--- src/rtl/spi_tap_pkg.sv ---
package spi_tap_pkg;
   // How the ADC is kept from shifting once its word is out
   typedef enum logic {
      ISO_CS_RELEASE = 1'b0,   // drive the ADC select high
      ISO_CLK_GATE   = 1'b1    // hold the ADC clock low, select follows master
   } iso_mode_e;
endpackage

--- src/rtl/spi_tap_sync.sv ---
module spi_tap_sync #(
   parameter int            W       = 1,
   parameter int            STAGES  = 2,
   parameter logic [W-1:0]  RST_VAL = '0
) (
   input  logic          clk,
   input  logic          rst_n,
   input  logic [W-1:0]  d_i,
   output logic [W-1:0]  q_o
);
   initial begin
      assert (STAGES >= 2) else $error("spi_tap_sync: STAGES must be at least 2");
   end

   logic [W-1:0] stage_q [STAGES];

   generate
      for (genvar s = 0; s < STAGES; s++) begin : g_stage
         always_ff @(posedge clk or negedge rst_n) begin
            if (!rst_n) stage_q[s] <= RST_VAL;
            else if (s == 0) stage_q[s] <= d_i;
            else stage_q[s] <= stage_q[(s == 0) ? 0 : s-1];
         end
      end
   endgenerate

   assign q_o = stage_q[STAGES-1];
endmodule

--- src/rtl/spi_tap_snap.sv ---
module spi_tap_snap #(
   parameter int STAT_W = 8
) (
   input  logic              clk,
   input  logic              rst_n,
   input  logic              drdy_s_i,
   input  logic [STAT_W-1:0] stat_i,
   output logic [STAT_W-1:0] snap_o,
   output logic              clr_o,
   output logic              drdy_o
);
   logic              drdy_d;
   logic              cap;
   logic [STAT_W-1:0] snap_q;
   logic              clr_q;
   logic              fwd_q;

   assign cap = drdy_s_i & ~drdy_d;

   always_ff @(posedge clk or negedge rst_n) begin
      if (!rst_n) begin
         drdy_d <= 1'b0;
         snap_q <= '0;
         clr_q  <= 1'b0;
         fwd_q  <= 1'b0;
      end else begin
         drdy_d <= drdy_s_i;
         clr_q  <= cap;
         fwd_q  <= drdy_d;     // lags the capture by one clock
         if (cap) snap_q <= stat_i;
      end
   end

   assign snap_o = snap_q;
   assign clr_o  = clr_q;
   assign drdy_o = fwd_q;

   // the flag-clear request lasts a single clock
   p_clr_pulse_r2: assert property (@(posedge clk) disable iff (!rst_n)
      clr_q |=> !clr_q);

   // forwarded ready only rises right after a capture
   p_drdy_after_cap_r3: assert property (@(posedge clk) disable iff (!rst_n)
      $rose(fwd_q) |-> $past(clr_q));
endmodule

--- src/rtl/spi_tap_shift.sv ---
module spi_tap_shift #(
   parameter int ADC_BITS = 24,
   parameter int STAT_W   = 8
) (
   input  logic              clk,
   input  logic              rst_n,
   input  logic              sclk_s_i,
   input  logic              cs_n_s_i,
   input  logic [STAT_W-1:0] snap_i,
   output logic              adc_phase_o,
   output logic              stat_bit_o
);
   localparam int FRAME = ADC_BITS + STAT_W;
   localparam int CNT_W = $clog2(FRAME + 1);
   localparam logic [CNT_W-1:0] ADC_END = CNT_W'(ADC_BITS);
   localparam logic [CNT_W-1:0] FR_END  = CNT_W'(FRAME);

   initial begin
      assert (STAT_W >= 2) else $error("spi_tap_shift: STAT_W must be at least 2");
      assert (ADC_BITS >= 1) else $error("spi_tap_shift: ADC_BITS must be positive");
   end

   logic              sclk_d, cs_d;
   logic [CNT_W-1:0]  cnt_q;
   logic [STAT_W-1:0] sh_q;
   logic              rise, fall, cs_fall, shift_en;

   assign rise     = sclk_s_i & ~sclk_d;
   assign fall     = ~sclk_s_i & sclk_d;
   assign cs_fall  = ~cs_n_s_i & cs_d;
   // the first status bit is already on MISO; advance after it was sampled
   assign shift_en = ~cs_n_s_i & fall & (cnt_q > ADC_END);

   always_ff @(posedge clk or negedge rst_n) begin
      if (!rst_n) begin
         sclk_d <= 1'b0;
         cs_d   <= 1'b1;
         cnt_q  <= '0;
         sh_q   <= '0;
      end else begin
         sclk_d <= sclk_s_i;
         cs_d   <= cs_n_s_i;
         if (cs_n_s_i)                  cnt_q <= '0;
         else if (rise && cnt_q != FR_END) cnt_q <= cnt_q + 1'b1;
         if (cs_fall)       sh_q <= snap_i;      // second buffer loads at frame start
         else if (shift_en) sh_q <= {sh_q[STAT_W-2:0], 1'b0};
      end
   end

   assign adc_phase_o = (cnt_q < ADC_END);
   assign stat_bit_o  = sh_q[STAT_W-1];

   // count never runs past one frame
   p_cnt_bound_r8: assert property (@(posedge clk) disable iff (!rst_n)
      cnt_q <= FR_END);

   // an idle select leaves the count at zero
   p_cnt_clear_r8: assert property (@(posedge clk) disable iff (!rst_n)
      cs_n_s_i |=> cnt_q == '0);

   // inside a frame the shifted byte only moves on its own shift edges
   p_buf_hold_r7: assert property (@(posedge clk) disable iff (!rst_n)
      (!cs_n_s_i && !cs_fall && !shift_en) |=> $stable(sh_q));
endmodule

--- src/rtl/spi_status_tap.sv ---
module spi_status_tap
   import spi_tap_pkg::*;
#(
   parameter int        ADC_BITS    = 24,
   parameter int        CTX_W       = 5,
   parameter int        RANGE_W     = 2,
   parameter int        SYNC_STAGES = 2,
   parameter iso_mode_e ISO_MODE    = ISO_CS_RELEASE
) (
   input  logic               clk,
   input  logic               rst_n,
   input  logic               adc_drdy_i,
   input  logic [CTX_W-1:0]   ctx_i,
   input  logic [RANGE_W-1:0] range_i,
   input  logic               range_chg_i,
   output logic               chg_clr_o,
   output logic               mcu_drdy_o,
   input  logic               mcu_sclk_i,
   input  logic               mcu_cs_n_i,
   output logic               mcu_miso_o,
   output logic               adc_sclk_o,
   output logic               adc_cs_n_o,
   input  logic               adc_miso_i
);
   localparam int STAT_W = CTX_W + 1 + RANGE_W;

   initial begin
      assert (CTX_W >= 1 && RANGE_W >= 1) else $error("spi_status_tap: field widths must be positive");
   end

   logic [2:0]        sync_q;
   logic [STAT_W-1:0] stat;
   logic [STAT_W-1:0] snap;
   logic              adc_phase, stat_bit;

   // {data-ready, select, clock}; idle values are 0, 1, 0
   spi_tap_sync #(.W(3), .STAGES(SYNC_STAGES), .RST_VAL(3'b010)) u_sync (
      .clk   (clk),
      .rst_n (rst_n),
      .d_i   ({adc_drdy_i, mcu_cs_n_i, mcu_sclk_i}),
      .q_o   (sync_q)
   );

   assign stat = {ctx_i, range_chg_i, range_i};

   spi_tap_snap #(.STAT_W(STAT_W)) u_snap (
      .clk      (clk),
      .rst_n    (rst_n),
      .drdy_s_i (sync_q[2]),
      .stat_i   (stat),
      .snap_o   (snap),
      .clr_o    (chg_clr_o),
      .drdy_o   (mcu_drdy_o)
   );

   spi_tap_shift #(.ADC_BITS(ADC_BITS), .STAT_W(STAT_W)) u_shift (
      .clk         (clk),
      .rst_n       (rst_n),
      .sclk_s_i    (sync_q[0]),
      .cs_n_s_i    (sync_q[1]),
      .snap_i      (snap),
      .adc_phase_o (adc_phase),
      .stat_bit_o  (stat_bit)
   );

   assign mcu_miso_o = adc_phase ? adc_miso_i : stat_bit;

   generate
      if (ISO_MODE == ISO_CS_RELEASE) begin : g_cs_release
         assign adc_cs_n_o = mcu_cs_n_i | ~adc_phase;
         assign adc_sclk_o = mcu_sclk_i;
      end else begin : g_clk_gate
         assign adc_cs_n_o = mcu_cs_n_i;
         assign adc_sclk_o = mcu_sclk_i & adc_phase;
      end
   endgenerate
endmodule

--- config.mk ---
export PLATFORM = sky130hd
export DESIGN_NAME = spi_status_tap
export DESIGN_NICKNAME = d
export VERILOG_FILES = /design/src/rtl/spi_tap_pkg.sv /design/src/rtl/spi_tap_sync.sv /design/src/rtl/spi_tap_snap.sv /design/src/rtl/spi_tap_shift.sv /design/src/rtl/spi_status_tap.sv
export SDC_FILE = /design/constraint.sdc
export NUM_CORES = 1
export LEC_CHECK = 0
export BUFFER_PORTS_ARGS = -buffer_cell sky130_fd_sc_hd__buf_2
export CORE_MARGIN = 5
export CORE_UTILIZATION = 55
export CTS_CLUSTER_DIAMETER = 100
export DETAILED_ROUTE_END_ITERATION = 10
export PLACE_DENSITY = 0.77
export SYNTH_ARGS = -nofsm -noshare
export SYNTH_HDL_FRONTEND = slang
export SYNTH_SLANG_ARGS = --single-unit
--- constraint.sdc ---
create_clock -name clk -period 1.71 [get_ports clk]
set_input_delay 0 -clock clk [delete_from_list [all_inputs] [get_ports clk]]
set_output_delay 0 -clock clk [all_outputs]
set_load 0.01 [all_outputs]
== After elaboration in Yosys (flattened, before gate mapping) ==
Cells that the tools add are included.
Cells by class
  reductions and logical operators: 3
  multiplexer cells: 5
  equality and inequality tests: 1
  add/sub/neg operators: 1
  bitwise operators: 12
  magnitude comparators: 2
Operator list (number)
  8-bit two-way mux: 2
  6-bit two-way mux: 2
  6-bit by 1-bit adder with 6-bit output, second input constant: 1
  1-bit bitwise AND: 6
  6-bit by 5-bit > comparator with 1-bit output, second input constant: 1
  6-bit by 5-bit < comparator with 1-bit output, second input constant: 1
  6-bit inequality test, second input constant: 1
  1-bit NOT: 5
  2-bit nonzero test: 2
  1-bit logical AND: 1
  1-bit two-way mux: 1
  1-bit OR: 1
Storage, ports and cells
  output and inout bits: 5
  input port bits: 14
  word-level logic and storage cells: 34
  register bits: 33

== Longest topological paths before layout ==
  word-level depth: 6
  depth in mapped cells: 6
  gate-level depth less buffers: 5

== By module ==
From an unflattened synthesis, not the netlist that was laid out.
Second synthesis, totals
  cells, all modules: 118
  area total of the unflattened synthesis: 1485.2 um2
Modules (own cells, without submodules)
  spi_tap_shift: cells each 85, area each 852.1 um2, seq. area each 401.6 um2, times used 1
  spi_tap_snap: cells each 21, area each 429.2 um2, seq. area each 275.3 um2, times used 1
  spi_tap_sync: cells each 9, area each 175.2 um2, seq. area each 152.6 um2, times used 1
  spi_status_tap: cells each 3, area each 28.8 um2, seq. area each 0.0 um2, times used 1

== Worst setup path after synthesis ==
No wires, ideal clock.
  kind: register -> register
  from: register u_shift.cnt_q[0]
  to: register u_shift.sh_q[7]
  stages on the path, launching flop included: 7
  arrival: 1.295 ns
  path buffers: 1
  setup slack: 0.282 ns
  clock period less this slack: 1.428 ns
  cell sequence: dfrtp_1 > inv_1 > ha_1 > or3b_1 > clkbuf_1 > nand4_1 > a31oi_1
On the way
  cells in the longest elaborated chain, start to end: 3
Ends and longest elaborated chain
  start, declared: line spi_tap_shift.sv:24  | logic [CNT_W-1:0] cnt_q;
  start signal, assigned: line spi_tap_shift.sv:44  | else if (rise && cnt_q != FR_END) cnt_q <= cnt_q + 1'b1;
  6-bit by 5-bit > comparator with 1-bit output: line spi_tap_shift.sv:32  | assign shift_en = ~cs_n_s_i & fall & (cnt_q > ADC_END);
  1-bit bitwise AND: line spi_tap_shift.sv:32
  2-bit nonzero test (no line)
  end signal, assigned: line spi_tap_shift.sv:45  | if (cs_fall) sh_q <= snap_i;
  end signal, assigned: line spi_tap_shift.sv:46  | else if (shift_en) sh_q <= {sh_q[STAT_W-2:0], 1'b0};
  end, declared: line spi_tap_shift.sv:25  | logic [STAT_W-1:0] sh_q;
Every way passes these cells.
A chain may end at the register's enable or synchronous reset.

== Final worst setup path ==
  from: register u_shift.cnt_q[0]
  to: register u_shift.sh_q[0]
The elaborated chain is that of the path after synthesis.

==> flow_summary.toml <==
[status]
outcome = "completed"

[placement]
dp_hpwl_mm = 1.740
gp_congestion = 0.8518
preCtsSetupSlack_ns = 0.1379
place_inst = 166
placed_cell_area_sq_um = 1533
io_buffers = 18

[yosys]
synth_top_family_by_area = "simple AND/OR/NAND/NOR gates"
synth-simple-area-share_pct = 15.73
synth.yosys.seq_area_share_pct = 58.26
syn_avg_cell_area_sq_um = 11.58
ys_ff_latch = 33
synth_fa_ha_area_share_pct = 1.757
synth_nets = 139
synth_area_leader_cell = "dfrtp_1"
synth_compound_area_share_pct = 13.27
synth_top_area_share_pct = 52.72
synthMuxAreaShare_pct = 7.030
synth_cell_type_count = 31
synth_area_sq_um = 1424
ys_warn_count = 0
synthCells = 123
yosys-top-cells-area = "dfrtp_1 (53%), mux2_2 (6.3%), dfstp_2 (5.5%)"
synth_xor_area_share_pct = 0

[clocking]
clock_path_buffers = 2
clock-root-buffer = "clkbuf_4"
htreeDepth = 2
cts_tree = "built"
cts_resized = 0
cts_inserted_buffers = 5
clock_sinks = 33
clk_pin_slew_ns = 0.10
worstSkewPairLatency_ns = 0.32

[power_and_ir_drop]
finalPower_mw = 1.499
leakage_nw = 0.7259
powerDensity_nw_per_um2 = 877.5
ir_worst_vdd_mv = 0.7331

[sta]
fin_setup_tns_ns = 0
rsz0062_at_grt = "no"
slew_viol_final = 0
worst_slew_pin_slew_ns = 0.6972
holdWs_ns = 0.2595
finalHoldViolations = 0
skew_ns = 0.009922
max_freq_mhz = 640.6
period_minus_slack_ns = 1.561
fin_crit_sh_pct = 91.29
setup_slack_ns = 0.1490
slew_headroom_pct = 53.52
setup_viol = 0

[setup_path]
critPathRequiredTime_ns = 1.90
slowest_delay_ns = 0.39
crit_fanout = 8
critPathLaunchType = "flop"
crit_slowest_cell = "dfrtp_1"
arrival_ns = 1.75
crit_chain = "inv_1 -> ha_1 -> nor3b_2 -> buf_4 -> o311ai_1 -> o21ai_0"
endpoint_kind = "flop"
critical_path_class = "flop to flop"
r2r_start = "u_shift.cnt_q[0]"
crit_start = "u_shift.cnt_q[0]"

[grt]
grt_use_total_pct = 15.80
grt-ovfl-total = 0
antenna_found_initial = 0
grt_first_pass_wirelength_mm = 4.326
grt_pass1_vias = 996
grt_max_degree = 34

[floorplan]
rows = 18
die_h_um = 60.88
die_w_um = 60.88
initial_core_util_pct = 57.47
design.core.area_sq_um = 2477
pin_count = 19
die_area_sq_um = 3706

[layout]
nets = 171
syn_to_final_growth_pct = 19.95
regArea_sq_um = 829.5
n_antenna_cell = 0
final_layout_size_suffix_gt1_share_pct = 29.49
utilization_pct = 68.94
layoutNonFillerInstCount = 186
multi_input_area_sq_um = 538.0
fillerInstances = 196
stdcell_area_sq_um = 1708

[drt]
drtIter0Drc = 49
num_vias = 1036
drc = 0
post_drt_wl_per_cell_um = 13.78
wirelength_mm = 2.563
vias_per_cell = 5.570
firstDrtPassIters = 4
antenna_left = 0

[hold_path]
hp-class = "input port to asynchronous set/reset pin"

[job]
cap_violations = 0
worst max-delay path: cells and delay by family (launching register included):
family / cells / cell delay, ns
AO/OA/AOI/OAI: 2 / 0.42
adder cells (fa/ha/maj): 1 / 0.23
buffers and inverters: 2 / 0.24
flip-flops: 1 / 0.39
AND/OR/NAND/NOR: 1 / 0.16
area by class of cell:
| type | instances | share of cell area [%] |
|---|---|---|
| multi-input cells | 78 | 31.50 |
| repair buffers | 33 | 13.63 |
| inverters | 4 | 0.8791 |
| flip-flops and latches | 33 | 48.57 |
| clock inverters | 3 | 1.026 |
| clock buffers | 5 | 2.198 |
| well taps | 30 | 2.198 |
what timing repair did:
| action | in CTS | in global routing |
|---|---|---|
| hold buffers | 12 | 0 |
| buffers inserted | 0 | 0 |
| hold endpoints to repair | 41 | 0 |
layout by cell type (no fill, tap or decap), types with 6 or more instances in the layout:
cell type,n
buf_2,18
nor2_1,10
nand2_1,6
mux2_2,8
nand4_1,7
dlygate4sd3_1,12
dfrtp_1,30
o31ai_1,8
a31oi_1,7
registers in the layout, indices dropped and copies added, names as in the netlist, 3 cells and up:
| signal | count |
|---|---|
| u_shift.sh_q | 8 |
| u_snap.snap_o | 8 |
| u_shift.cnt_q | 6 |
| u_sync.q_o | 3 |
| u_sync.stage_q | 3 |
routing by layer:
| layer | vias up | GRT usage, % | wire length (um) |
|---|---|---|---|
| li1 | 508 | - | - |
| met1 | 495 | 20.71 | 1118 |
| met2 | 29 | 26.11 | 1283 |
| met3 | 4 | 4.468 | 143 |
| met4 | 0 | 3.715 | 18 |
| met5 | - | 0 | 0 |
logic make-up after synthesis:
| group | Yosys count |
|---|---|
| and+or+nand+nor | 39 |
| muxes | 9 |
| AOI/OAI and AO/OA | 28 |
| buffers and inverters | 12 |
| DFF | 33 |
| adders and majority gates | 2 |
synthesized netlist by cell type:
master    instances
a21o_2            1
a21oi_1           4
a21oi_2           1
a311o_1           1
a31oi_1           7
a41oi_1           1
buf_2             6
buf_4             1
clkbuf_1          1
dfrtp_1          30
dfstp_2           3
ha_1              2
inv_1             4
mux2_2            8
mux2i_1           1
nand2_1           6
nand2_2           1
nand2b_1          5
nand3_1           1
nand3b_1          1
nand4_1           7
nor2_1           10
nor2b_1           1
nor3b_2           2
o21ai_0           4
o311ai_1          1
o31ai_1           8
or3_1             1
or3_2             1
or3b_1            2
or4_1             1
worst paths after layout:
kind	end	slack (ns)	cells after the start
worst min register to register	u_sync.q_o[0]	0.36	0
worst max register to register	u_shift.sh_q[0]	0.15	6
min in group clk	mcu_miso_o	0.28	4
worst max-delay path	u_shift.sh_q[0]	0.15	6
max in group asynchronous	u_shift.sh_q[6]	1.00	2
worst min-delay path	u_shift.sh_q[7]	0.26	2
power by group:
part           internal, mW  total, mW  switching [mW]
logic                 0.101      0.190          0.0894
registers             0.859      0.904          0.0454
clock network         0.155      0.405           0.250
(Power assumes the default switching activity.)
